$ cat src/rtl/gpio_slice_pkg.sv
package gpio_slice_pkg;

  // control word layout
  localparam int SEL_LSB    = 0;
  localparam int SEL_W      = 5;
  localparam int FILT_LSB   = 5;
  localparam int FILT_W     = 7;
  localparam int OUTOV_LSB  = 12;
  localparam int OEOV_LSB   = 14;
  localparam int INOV_LSB   = 16;
  localparam int IRQEN_LSB  = 20;
  localparam int IRQ_SRCS   = 8;
  localparam int IRQCLR_BIT = 28;
  localparam int IRQOV_LSB  = 30;

  // status word layout
  localparam int ST_RAW  = 16;
  localparam int ST_SYNC = 17;
  localparam int ST_FILT = 18;
  localparam int ST_PERI = 19;

  // bits that hold state: reserved bits and the clear command read 0
  localparam logic [31:0] CTRL_KEEP  = 32'hCFF3_FFFF;
  localparam logic [31:0] CTRL_RESET = 32'h0000_001F;

  typedef enum logic [1:0] {
    OV_PASS   = 2'd0,
    OV_INVERT = 2'd1,
    OV_LOW    = 2'd2,
    OV_HIGH   = 2'd3
  } ovr_mode_e;

  function automatic logic ovr_apply(input logic [1:0] mode, input logic v);
    logic r;
    case (ovr_mode_e'(mode))
      OV_PASS:   r = v;
      OV_INVERT: r = ~v;
      OV_LOW:    r = 1'b0;
      default:   r = 1'b1;
    endcase
    return r;
  endfunction

endpackage

$ cat src/rtl/gp_out_mux.sv
module gp_out_mux
  import gpio_slice_pkg::*;
#(
  parameter int NUM_FUNC = 9,
  parameter int SW       = 5
) (
  input  logic [SW-1:0]       fsel,
  input  logic [1:0]          out_mode,
  input  logic [1:0]          oe_mode,
  input  logic [NUM_FUNC-1:0] fn_out,
  input  logic [NUM_FUNC-1:0] fn_oe,
  output logic                pin_out,
  output logic                pin_oe
);

  logic sel_out;
  logic sel_oe;

  // unselected or out-of-range codes leave value and enable at 0
  always_comb begin
    sel_out = 1'b0;
    sel_oe  = 1'b0;
    for (int i = 0; i < NUM_FUNC; i++) begin
      if (fsel == SW'(i)) begin
        sel_out = fn_out[i];
        sel_oe  = fn_oe[i];
      end
    end
  end

  assign pin_out = ovr_apply(out_mode, sel_out);
  assign pin_oe  = ovr_apply(oe_mode, sel_oe);

endmodule

$ cat src/rtl/gp_in_cond.sv
module gp_in_cond #(
  parameter int SYNC_STAGES = 2,
  parameter int CW          = 7
) (
  input  logic          clk,
  input  logic          rst_n,
  input  logic          pad,
  input  logic [CW-1:0] hold_m,
  output logic          sync,
  output logic          filt
);

  logic [SYNC_STAGES-1:0] chain;
  logic [CW-1:0]          cnt;

  always_ff @(posedge clk or negedge rst_n) begin
    if (!rst_n) chain <= '0;
    else        chain <= {chain[SYNC_STAGES-2:0], pad};
  end

  assign sync = chain[SYNC_STAGES-1];

  // count edges of disagreement; accept after hold_m+1 of them
  always_ff @(posedge clk or negedge rst_n) begin
    if (!rst_n) begin
      cnt  <= '0;
      filt <= 1'b0;
    end else if (sync == filt) begin
      cnt <= '0;
    end else if (cnt >= hold_m) begin
      filt <= sync;
      cnt  <= '0;
    end else begin
      cnt <= cnt + 1'b1;
    end
  end

  p_sync_shift_r6: assert property (@(posedge clk) disable iff (!rst_n)
    chain[SYNC_STAGES-1] == $past(chain[SYNC_STAGES-2]));

  p_filt_cause_r7: assert property (@(posedge clk) disable iff (!rst_n)
    (filt != $past(filt)) |-> ($past(sync) != $past(filt)));

  p_filt_wait_r7: assert property (@(posedge clk) disable iff (!rst_n)
    (filt != $past(filt)) |-> ($past(cnt) >= $past(hold_m)));

endmodule

$ cat src/rtl/gp_irq_detect.sv
module gp_irq_detect #(
  parameter int NSRC = 8
) (
  input  logic            clk,
  input  logic            rst_n,
  input  logic            sync,
  input  logic            filt,
  input  logic [NSRC-1:0] en,
  input  logic            clr,
  output logic [NSRC-1:0] active
);

  logic            sync_d;
  logic            filt_d;
  logic [NSRC-1:0] lat;
  logic [NSRC-1:0] hit;

  always_ff @(posedge clk or negedge rst_n) begin
    if (!rst_n) begin
      sync_d <= 1'b0;
      filt_d <= 1'b0;
    end else begin
      sync_d <= sync;
      filt_d <= filt;
    end
  end

  // source i: i<4 on synchronised input, else on filtered input;
  // i%4 in {0,1} is an edge (latched), {2,3} a level; odd i is the high/rising sense
  for (genvar i = 0; i < NSRC; i++) begin : g_src
    localparam bit RAW  = (i < 4);
    localparam bit UP   = (i % 2) == 1;
    localparam bit EDGE = (i % 4) < 2;
    logic cur;
    assign cur = RAW ? sync : filt;
    if (EDGE) begin : g_edge
      logic prv;
      logic q;
      assign prv    = RAW ? sync_d : filt_d;
      assign hit[i] = en[i] & (UP ? (cur & ~prv) : (~cur & prv));
      always_ff @(posedge clk or negedge rst_n) begin
        if (!rst_n)      q <= 1'b0;
        else if (hit[i]) q <= 1'b1;
        else if (clr)    q <= 1'b0;
      end
      assign lat[i]    = q;
      assign active[i] = en[i] & q;
    end else begin : g_level
      assign hit[i]    = 1'b0;
      assign lat[i]    = 1'b0;
      assign active[i] = en[i] & (UP ? cur : ~cur);
    end
  end

  p_latch_hold_r8: assert property (@(posedge clk) disable iff (!rst_n)
    (($past(lat) & ~lat) & {NSRC{~$past(clr)}}) == '0);

  p_latch_clear_r11: assert property (@(posedge clk) disable iff (!rst_n)
    $past(clr) |-> ((lat & ~$past(hit)) == '0));

  p_latch_needs_en_r8: assert property (@(posedge clk) disable iff (!rst_n)
    ((lat & ~$past(lat) & ~$past(en)) == '0));

endmodule

$ cat src/rtl/gpio_pin_slice.sv
module gpio_pin_slice
  import gpio_slice_pkg::*;
#(
  parameter int NUM_FUNC    = 9,
  parameter int SYNC_STAGES = 2
) (
  input  logic                clk,
  input  logic                rst_n,
  input  logic                bus_sel,
  input  logic                bus_wr,
  input  logic                bus_addr,
  input  logic [31:0]         bus_wdata,
  output logic [31:0]         bus_rdata,
  input  logic [NUM_FUNC-1:0] func_out,
  input  logic [NUM_FUNC-1:0] func_oe,
  input  logic                pad_in,
  output logic                pad_out,
  output logic                pad_oe,
  output logic                periph_in,
  output logic                irq
);

  localparam logic [SEL_W-1:0] SEL_LIMIT = SEL_W'(NUM_FUNC);

  logic [31:0]         ctrl_q;
  logic                wr_ctrl;
  logic                clr_edges;
  logic [SEL_W-1:0]    f_sel;
  logic [FILT_W-1:0]   f_hold;
  logic [1:0]          f_outov, f_oeov, f_inov, f_irqov;
  logic [IRQ_SRCS-1:0] f_en;
  logic                in_sync, in_filt;
  logic [IRQ_SRCS-1:0] src_active;
  logic [31:0]         status_w;

  assign wr_ctrl   = bus_sel & bus_wr & ~bus_addr;
  assign clr_edges = wr_ctrl & bus_wdata[IRQCLR_BIT];

  always_ff @(posedge clk or negedge rst_n) begin
    if (!rst_n)       ctrl_q <= CTRL_RESET;
    else if (wr_ctrl) ctrl_q <= bus_wdata & CTRL_KEEP;
  end

  assign f_sel   = ctrl_q[SEL_LSB +: SEL_W];
  assign f_hold  = ctrl_q[FILT_LSB +: FILT_W];
  assign f_outov = ctrl_q[OUTOV_LSB +: 2];
  assign f_oeov  = ctrl_q[OEOV_LSB +: 2];
  assign f_inov  = ctrl_q[INOV_LSB +: 2];
  assign f_en    = ctrl_q[IRQEN_LSB +: IRQ_SRCS];
  assign f_irqov = ctrl_q[IRQOV_LSB +: 2];

  gp_out_mux #(.NUM_FUNC(NUM_FUNC), .SW(SEL_W)) u_mux (
    .fsel     (f_sel),
    .out_mode (f_outov),
    .oe_mode  (f_oeov),
    .fn_out   (func_out),
    .fn_oe    (func_oe),
    .pin_out  (pad_out),
    .pin_oe   (pad_oe)
  );

  gp_in_cond #(.SYNC_STAGES(SYNC_STAGES), .CW(FILT_W)) u_cond (
    .clk    (clk),
    .rst_n  (rst_n),
    .pad    (pad_in),
    .hold_m (f_hold),
    .sync   (in_sync),
    .filt   (in_filt)
  );

  gp_irq_detect #(.NSRC(IRQ_SRCS)) u_irq (
    .clk    (clk),
    .rst_n  (rst_n),
    .sync   (in_sync),
    .filt   (in_filt),
    .en     (f_en),
    .clr    (clr_edges),
    .active (src_active)
  );

  assign periph_in = ovr_apply(f_inov, in_sync);
  assign irq       = ovr_apply(f_irqov, |src_active);

  always_comb begin
    status_w          = '0;
    status_w[ST_RAW]  = pad_in;
    status_w[ST_SYNC] = in_sync;
    status_w[ST_FILT] = in_filt;
    status_w[ST_PERI] = periph_in;
  end

  assign bus_rdata = bus_addr ? status_w : ctrl_q;

  p_null_quiet_r2: assert property (@(posedge clk) disable iff (!rst_n)
    ((f_sel >= SEL_LIMIT) && (f_outov == 2'd0) && (f_oeov == 2'd0)) |-> (!pad_out && !pad_oe));

  p_level_high_r9: assert property (@(posedge clk) disable iff (!rst_n)
    (f_en[3] && in_sync && (f_irqov == 2'd0)) |-> irq);

  p_clr_reads_zero_r11: assert property (@(posedge clk) disable iff (!rst_n)
    !bus_addr |-> !bus_rdata[IRQCLR_BIT]);

  p_status_write_r13: assert property (@(posedge clk) disable iff (!rst_n)
    (bus_sel && bus_wr && bus_addr) |=> (ctrl_q == $past(ctrl_q)));

endmodule

$ cat config.mk
export PLATFORM = sky130hd
export DESIGN_NAME = gpio_pin_slice
export DESIGN_NICKNAME = d
export VERILOG_FILES = /design/src/rtl/gpio_slice_pkg.sv /design/src/rtl/gp_out_mux.sv /design/src/rtl/gp_in_cond.sv /design/src/rtl/gp_irq_detect.sv /design/src/rtl/gpio_pin_slice.sv
export SDC_FILE = /design/constraint.sdc
export NUM_CORES = 1
export LEC_CHECK = 0
export ABC_CLOCK_PERIOD_IN_PS = 4019
export BUFFER_PORTS_ARGS = -buffer_cell sky130_fd_sc_hd__buf_2
export CAP_MARGIN = 0
export CELL_PAD_IN_SITES_DETAIL_PLACEMENT = 1
export CELL_PAD_IN_SITES_GLOBAL_PLACEMENT = 1
export CORE_MARGIN = 5
export CORE_UTILIZATION = 38
export DETAILED_ROUTE_END_ITERATION = 8
export GPL_TIMING_DRIVEN = 0
export HOLD_SLACK_MARGIN = 0.1
export PLACE_DENSITY_LB_ADDON = 0.2
export SYNTH_ARGS = -nofsm -noshare
export SYNTH_HDL_FRONTEND = slang
export SYNTH_SLANG_ARGS = --single-unit
$ cat constraint.sdc
create_clock -name clk -period 4.02 [get_ports clk]
set_input_delay 0.603 -clock clk [delete_from_list [all_inputs] [get_ports clk]]
set_output_delay 0.603 -clock clk [all_outputs]
set_load 0.1 [all_outputs]
==> results of run 1 <==
power by group through the flow:
| stage | registers [mW] | clock network (mW) | logic [mW] |
|---|---|---|---|
| after detailed placement | 0.613 | 0 | 0.776 |
| after global placement | 0.607 | 0 | 0.762 |
| after global routing | 0.617 | 0.419 | 0.824 |
| after CTS | 0.604 | 0.403 | 0.778 |
| final | 0.604 | 0.394 | 0.768 |
| after floorplan | 0.587 | 0 | 0.630 |
layout make-up:
type                            count  share of cell area [%]
Clock inverter                      2                    1.95
Buffer                             18                    2.52
Multi-Input combinational cell    209                    38.5
Tap cell                           77                    3.13
Sequential cell                    44                    36.0
Clock buffer                        6                    2.36
Inverter                           13                    1.59
Timing Repair Buffer               86                    14.0
final timing paths:
path	start	endpoint	slack [ns]	cells after the start
worst max-delay path	ctrl_q[1]$_DFFE_PN1P_	pad_oe	0.85	7
worst min-delay path	u_cond.chain[1]$_DFF_PN0_	u_irq.g_src[0].g_edge.prv$_DFF_PN0_	0.37	0
worst max register to register	u_cond.cnt[4]$_DFF_PN0_	u_cond.cnt[2]$_DFF_PN0_	1.99	6
worst min register to register	u_cond.chain[1]$_DFF_PN0_	u_irq.g_src[0].g_edge.prv$_DFF_PN0_	0.37	0
max in group asynchronous	rst_n	ctrl_q[30]$_DFFE_PN0P_	2.95	1
min in group asynchronous	rst_n	ctrl_q[25]$_DFFE_PN0P_	0.45	1
worst max-delay path: stages, from the launching register on:
cell and delay, ns:
dfstp_2 0.57, clkbuf_1 0.32, nand2_1 0.08, o21ai_0 0.19
a21oi_1 0.09, o21ai_0 0.35, mux2i_1 0.23, buf_2 0.44
routing by layer:
layer / track usage [%] / share of wire (%) / up-vias
li1: - / - / 1110
met1: 21.3 / 42 / 1069
met2: 33.1 / 51 / 54
met3: 3.10 / 6.4 / 4
met4: 3.65 / 0.66 / 0
met5: 0 / 0 / -
registers in the layout (all words and copies together) (netlist names):
signal and flops:
u_irq.g_src.g_edge.q 4, u_irq.g_src.g_edge.prv 1, u_cond.chain 2, u_irq.filt_d 1, u_cond.cnt 7, u_cond.filt 1, ctrl_q 28
through the flow:
step / utilization (%) / hold WS [ns]
after floorplan: - / 0.307
after global placement: 46.9 / 0.333
after detailed placement: 46.9 / 0.363
after CTS: 49.0 / 0.374
after global routing: 49.0 / 0.375
final: 49.0 / 0.374
kinds of logic after synthesis:
family / synth area share (%)
XOR/XNOR: 3.27
AO/OA/AOI/OAI: 11.5
AND/OR/NAND/NOR: 25.5
other: 0.155
buffers and inverters: 5.24
multiplexers: 4.30
flip-flops: 45.9
adder cells (fa/ha/maj): 4.15
Yosys cell counts (all sizes together):
cell	n	area [sq um]
a2111oi	1	8.76
a211o	1	8.76
a211oi	1	7.51
a21boi	1	7.51
a21o	3	22.5
a21oi	2	10.0
a221oi	1	8.76
a22o	3	26.3
a2bb2oi	1	8.76
a311o	1	11.3
a31o	1	8.76
a31oi	2	12.5
a32oi	1	8.76
a41o	1	10.0
and2	2	12.5
and3	1	6.26
buf	4	25.0
clkbuf	14	52.6
conb	1	3.75
dfrtp	39	976
dfstp	5	131
ha	8	100
inv	13	48.8
mux2	3	33.8
mux2i	7	70.1
nand2	79	297
nand2b	2	12.5
nand3	4	20.0
nand3b	5	37.5
nand4	1	6.26
nor2	23	86.3
nor2b	17	106
nor3	2	10.0
nor4	2	12.5
nor4b	1	8.76
o211ai	1	7.51
o21ai	17	85.1
o2bb2ai	1	8.76
o31ai	1	7.51
o41ai	1	8.76
xnor2	6	52.6
xor2	3	26.3
cell usage in the layout (no fill, tap or decap), types with 5 or more instances in the layout:
cell / n
dfrtp_1: 39
clkbuf_8: 5
nor2b_1: 17
nand2_1: 79
inv_1: 13
buf_2: 88
o21ai_0: 17
xnor2_1: 6
clkbuf_1: 15
mux2i_1: 7
nor2_1: 23
ha_1: 8
dfstp_2: 5
nand3b_1: 5
==> impl_metrics.yaml, run 1 <==
timing:
  fin_ws_ns: 0.853
  post-route-period-util_pct: 78.8
  worst_slew_pin_slew_ns: 0.973
  setup_tns_ns: 0
  fmax_mhz: 316
  post-route-min-period_ns: 3.17
  skew_ns: 0.00363
  final_hold_viol_count: 0
  slew_headroom_pct: 35.2
  report.final.slew_viol_count: 0
  rsz0062_at_grt: "no"
  finalSetupViolCount: 0
floorplan:
  coreArea_sq_um: 6280
  die_w_um: 89.7
  ios: 92
  num_rows: 29
  dieArea_sq_um: 8050
  start_util_pct: 38.4
  chipHeight_um: 89.7
grt:
  grt_usage_pct: 17.8
  grt_pass1_vias: 2287
  grt_max_degree: 45
  grt_pass1_wl_um: 11000
  grt_overflow_total: 0
  antenna_found_initial: 0
route:
  route.detailed.drc: 0
  avgViaCountPerCell: 4.92
  wl_um: 6950
  vias: 2237
  wl_per_cell_um: 15.3
  ant_nets: 0
  first_pass_iters: 4
  dr.first_iter.drc_count: 60
layout:
  num-fill-cells: 791
  regArea_sq_um: 1110
  diodes: 0
  fin_cells: 455
  final_nets: 441
  synthToLayoutAreaGrowth_pct: 27.5
  fin_area_sq_um: 3080
  multi_input_area_sq_um: 1180
  drive_gt1_share_pct: 28.3
placed_design:
  io_buffers: 86
  place_ws_ns: 1.16
  dp_cells: 447
  place.gp.congestion: 0.810
  hpwl_um: 5640
  placed_cell_area_sq_um: 2940
power:
  p_sw_share_pct: 45.0
  power_density_nw_per_um2: 574
  vdd_drop_max_uv: 325
  p_leak_nw: 1.62
  power.switching_uw: 794
  intPower_uw: 971
  power.share.combinational_pct: 43.5
  seqPwrFrac_pct: 34.2
  p_total_mw: 1.77
  pwr-share-clk_pct: 22.3
clock_network:
  post_cts_buffers: 0
  ctsHoldBuffers: 0
  insertion_delay_ns: 0.29
  cts_buffers: 5
  cts_tree: "built"
  root_buffer: "clkbuf_8"
  cts_resized: 0
  cts_sinks: 44
  cts.path.max_buffers: 2
  clk_pin_slew_worst_paths_ns: 0.08
  cts_max_level: 2
yosys:
  ys_seq_elements: 44
  synth_cell_types: 43
  seq_area_frac_synth_pct: 45.9
  postSynthAreaPerCell_sq_um: 8.53
  netlist_area_sq_um: 2410
  syn_inst: 283
  ys_warn_count: 0
run:
  maxCapViolCount: 0
worst_setup_path:
  arrival_ns: 2.56
  critical_path_class: "flop to output port"
  worstPathRequired_ns: 3.42
  critPathLaunchType: "flop"
  end_kind: "output port"
  worst-path-max-fanout: 10
outcome:
  run_status: "finished clean"
worst_hold_path:
  hp-class: "flop to flop"
Power figures use the tool's default switching activity.
==> run 2: changes to the inputs <==
--- a/config.mk
+++ b/config.mk
@@ -5,13 +5,13 @@
 export SDC_FILE = /design/constraint.sdc
 export NUM_CORES = 1
 export LEC_CHECK = 0
-export ABC_CLOCK_PERIOD_IN_PS = 4019
+export ABC_CLOCK_PERIOD_IN_PS = 3100
 export BUFFER_PORTS_ARGS = -buffer_cell sky130_fd_sc_hd__buf_2
 export CAP_MARGIN = 0
 export CELL_PAD_IN_SITES_DETAIL_PLACEMENT = 1
 export CELL_PAD_IN_SITES_GLOBAL_PLACEMENT = 1
 export CORE_MARGIN = 5
-export CORE_UTILIZATION = 38
+export CORE_UTILIZATION = 35
 export DETAILED_ROUTE_END_ITERATION = 8
 export GPL_TIMING_DRIVEN = 0
 export HOLD_SLACK_MARGIN = 0.1
==> constraint.sdc (replaced) <==
create_clock -name clk -period 3.1 [get_ports clk]
set_input_delay 0.465 -clock clk [delete_from_list [all_inputs] [get_ports clk]]
set_output_delay 0.465 -clock clk [all_outputs]
set_load 0.1 [all_outputs]
==> run 2 against run 1 <==
  * Worst setup slack worse by 0.68 ns
  * Total power is 27% higher
  * Combinational power is 32% higher
  * Design area is 0.12% higher
  * First-iteration DRC count is 3.3% higher
  * Sequential cell count stayed put
  * Register-to-register slack worse by 0.94 ns
  * Clock power is 13% higher
  * Wire length is 2.4% higher
  * Sequential power is 30% higher
  * Clock-buffer cell count stayed put
==> impl_metrics.yaml, run 2 (synthesis results as in run 1) <==
worst_hold_path:
  hold_path_depth: 1
  min_to: "u_cond.chain[0]$_DFF_PN0_"
  min-delay-start: "pad_in"
  hp-class: "input pin to flop"
timing:
  post-route-period-util_pct: 94.4
  slew_headroom_pct: 33.9
  worst_hold_slack_ns: 0.285
  skew_ns: 0.00832
  report.final.slew_viol_count: 0
  setup_tns_ns: 0
  rsz0062_at_grt: "yes"
  post-route-min-period_ns: 2.93
  fmax_mhz: 342
  worst_slew_pin_slew_ns: 0.992
  fin_ws_ns: 0.174
  finalSetupViolCount: 0
  final_hold_viol_count: 0
power:
  p_total_mw: 2.24
  power_density_nw_per_um2: 729
  vdd_drop_max_uv: 415
  p_sw_share_pct: 47.0
  power.switching_mw: 1.05
  power.share.combinational_pct: 45.2
  intPower_mw: 1.19
  p_leak_nw: 1.63
  seqPwrFrac_pct: 35.0
  pwr-share-clk_pct: 19.8
worst_setup_path:
  ff2ff_path_depth: 7
  worstPathRequired_ns: 2.63
  critical_path_class: "flop to output port"
  critPathLaunchType: "flop"
  r2r_slack_ns: 1.05
  end_kind: "output port"
  r2r-end: "u_cond.filt$_DFFE_PN0P_"
  r2r-start: "ctrl_q[9]$_DFFE_PN0P_"
  arrival_ns: 2.46
  worst-path-max-fanout: 10
clock_network:
  cts_sinks: 44
  root_buffer: "clkbuf_8"
  cts_tree: "built"
  cts.path.max_buffers: 2
  cts_max_level: 2
  cts_buffers: 5
  ctsHoldBuffers: 0
  insertion_delay_ns: 0.30
  clk_pin_slew_worst_paths_ns: 0.09
grt:
  grt_usage_pct: 17.3
  grt_overflow_total: 0
  grt_pass1_wl_um: 11800
  antenna_found_initial: 0
  grt_pass1_vias: 2446
  grt_max_degree: 45
placed_design:
  io_buffers: 86
  place_ws_ns: 0.383
  place.gp.congestion: 0.804
  dp_cells: 450
  hpwl_um: 5620
  placed_cell_area_sq_um: 2970
floorplan:
  coreArea_sq_um: 6760
  num_rows: 30
  chipHeight_um: 93.0
  ios: 92
  dieArea_sq_um: 8660
  start_util_pct: 35.7
  die_w_um: 93.0
outcome:
  run_status: "finished clean"
layout:
  top_register: "ctrl_q"
  layout.cells.most_common: "buf_2"
  layout_common_cells: "buf_2, nand2_1, dfrtp_1, nor2_1"
  utilization_pct: 45.6
  largest_register_ffs: 28
  num-fill-cells: 865
  fin_area_sq_um: 3080
  final_nets: 441
  drive_gt1_share_pct: 29.4
  diodes: 0
  fin_cells: 458
  reg_top3: "ctrl_q x28, u_cond.cnt x7, u_irq.g_src.g_edge.q x4"
  synthToLayoutAreaGrowth_pct: 27.6
route:
  wl_um: 7120
  ant_nets: 0
  dr.first_iter.drc_count: 62
  route.detailed.drc: 0
  wl_per_cell_um: 15.5
  avgViaCountPerCell: 4.97
  first_pass_iters: 4
  vias: 2278
run:
  maxCapViolCount: 0
## run 2: changes by cell type in the layout (fill, tap and decap cells not counted), sizes merged
cell,previous run,this run
buf,90,88
bufinv,2,1
clkbuf,20,22
clkinv,0,1
## run 2: final cells by class
| cell class | instances | area, sq um | area share [%] |
|---|---|---|---|
| multi-input combinational | 209 | 1200 | 39.0 |
| sequential | 44 | 1110 | 35.9 |
| timing repair buffer | 86 | 435 | 14.1 |
| tap | 80 | 100 | 3.25 |
| buffer | 18 | 78.8 | 2.56 |
| clock buffer | 6 | 72.6 | 2.36 |
| inverter | 13 | 48.8 | 1.58 |
| clock inverter | 2 | 35.0 | 1.14 |
## run 2: worst max-delay path: stages (launching register included)
cell and delay, ns:
dfstp_2 0.56, clkbuf_1 0.31, nand2_1 0.09, o21ai_0 0.17, a21oi_1 0.08, o21ai_0 0.35
mux2i_2 0.25, clkbuf_4 0.35
## run 2: metal layers
| layer | global-route usage, % | vias up | share of wire [%] |
|---|---|---|---|
| met5 | 0 | - | 0 |
| met3 | 3.30 | 8 | 5.1 |
| met2 | 30.8 | 65 | 51 |
| met4 | 4.76 | 0 | 1.4 |
| met1 | 21.3 | 1097 | 42 |
| li1 | - | 1108 | - |
## run 2: worst max-delay path by stage
stage / endpoint / start / slack [ns] / cells after the start
CTS: pad_oe / ctrl_q[1]$_DFFE_PN1P_ / 0.05 / 7
global route: pad_oe / ctrl_q[1]$_DFFE_PN1P_ / -0.01 / 7
detailed placement: pad_oe / ctrl_q[1]$_DFFE_PN1P_ / 0.38 / 7
global placement: pad_oe / ctrl_q[1]$_DFFE_PN1P_ / 0.38 / 7
finish: pad_oe / ctrl_q[1]$_DFFE_PN1P_ / 0.17 / 7
floorplan: bus_rdata[19] / u_cond.chain[1]$_DFF_PN0_ / 0.15 / 4
## run 2: repair_timing
action | in CTS | in global routing
setup endpoints to repair | 0 | 2
setup buffers | 0 | 0
resized for setup | 0 | 4
## run 2: power groups by stage
stage	sequential (mW)	clock (mW)	combinational, mW
floorplan	0.763	0	0.828
global placement	0.788	0	0.999
detailed placement	0.797	0	1.02
CTS	0.787	0.451	1.02
global route	0.802	0.475	1.09
finish	0.785	0.444	1.01
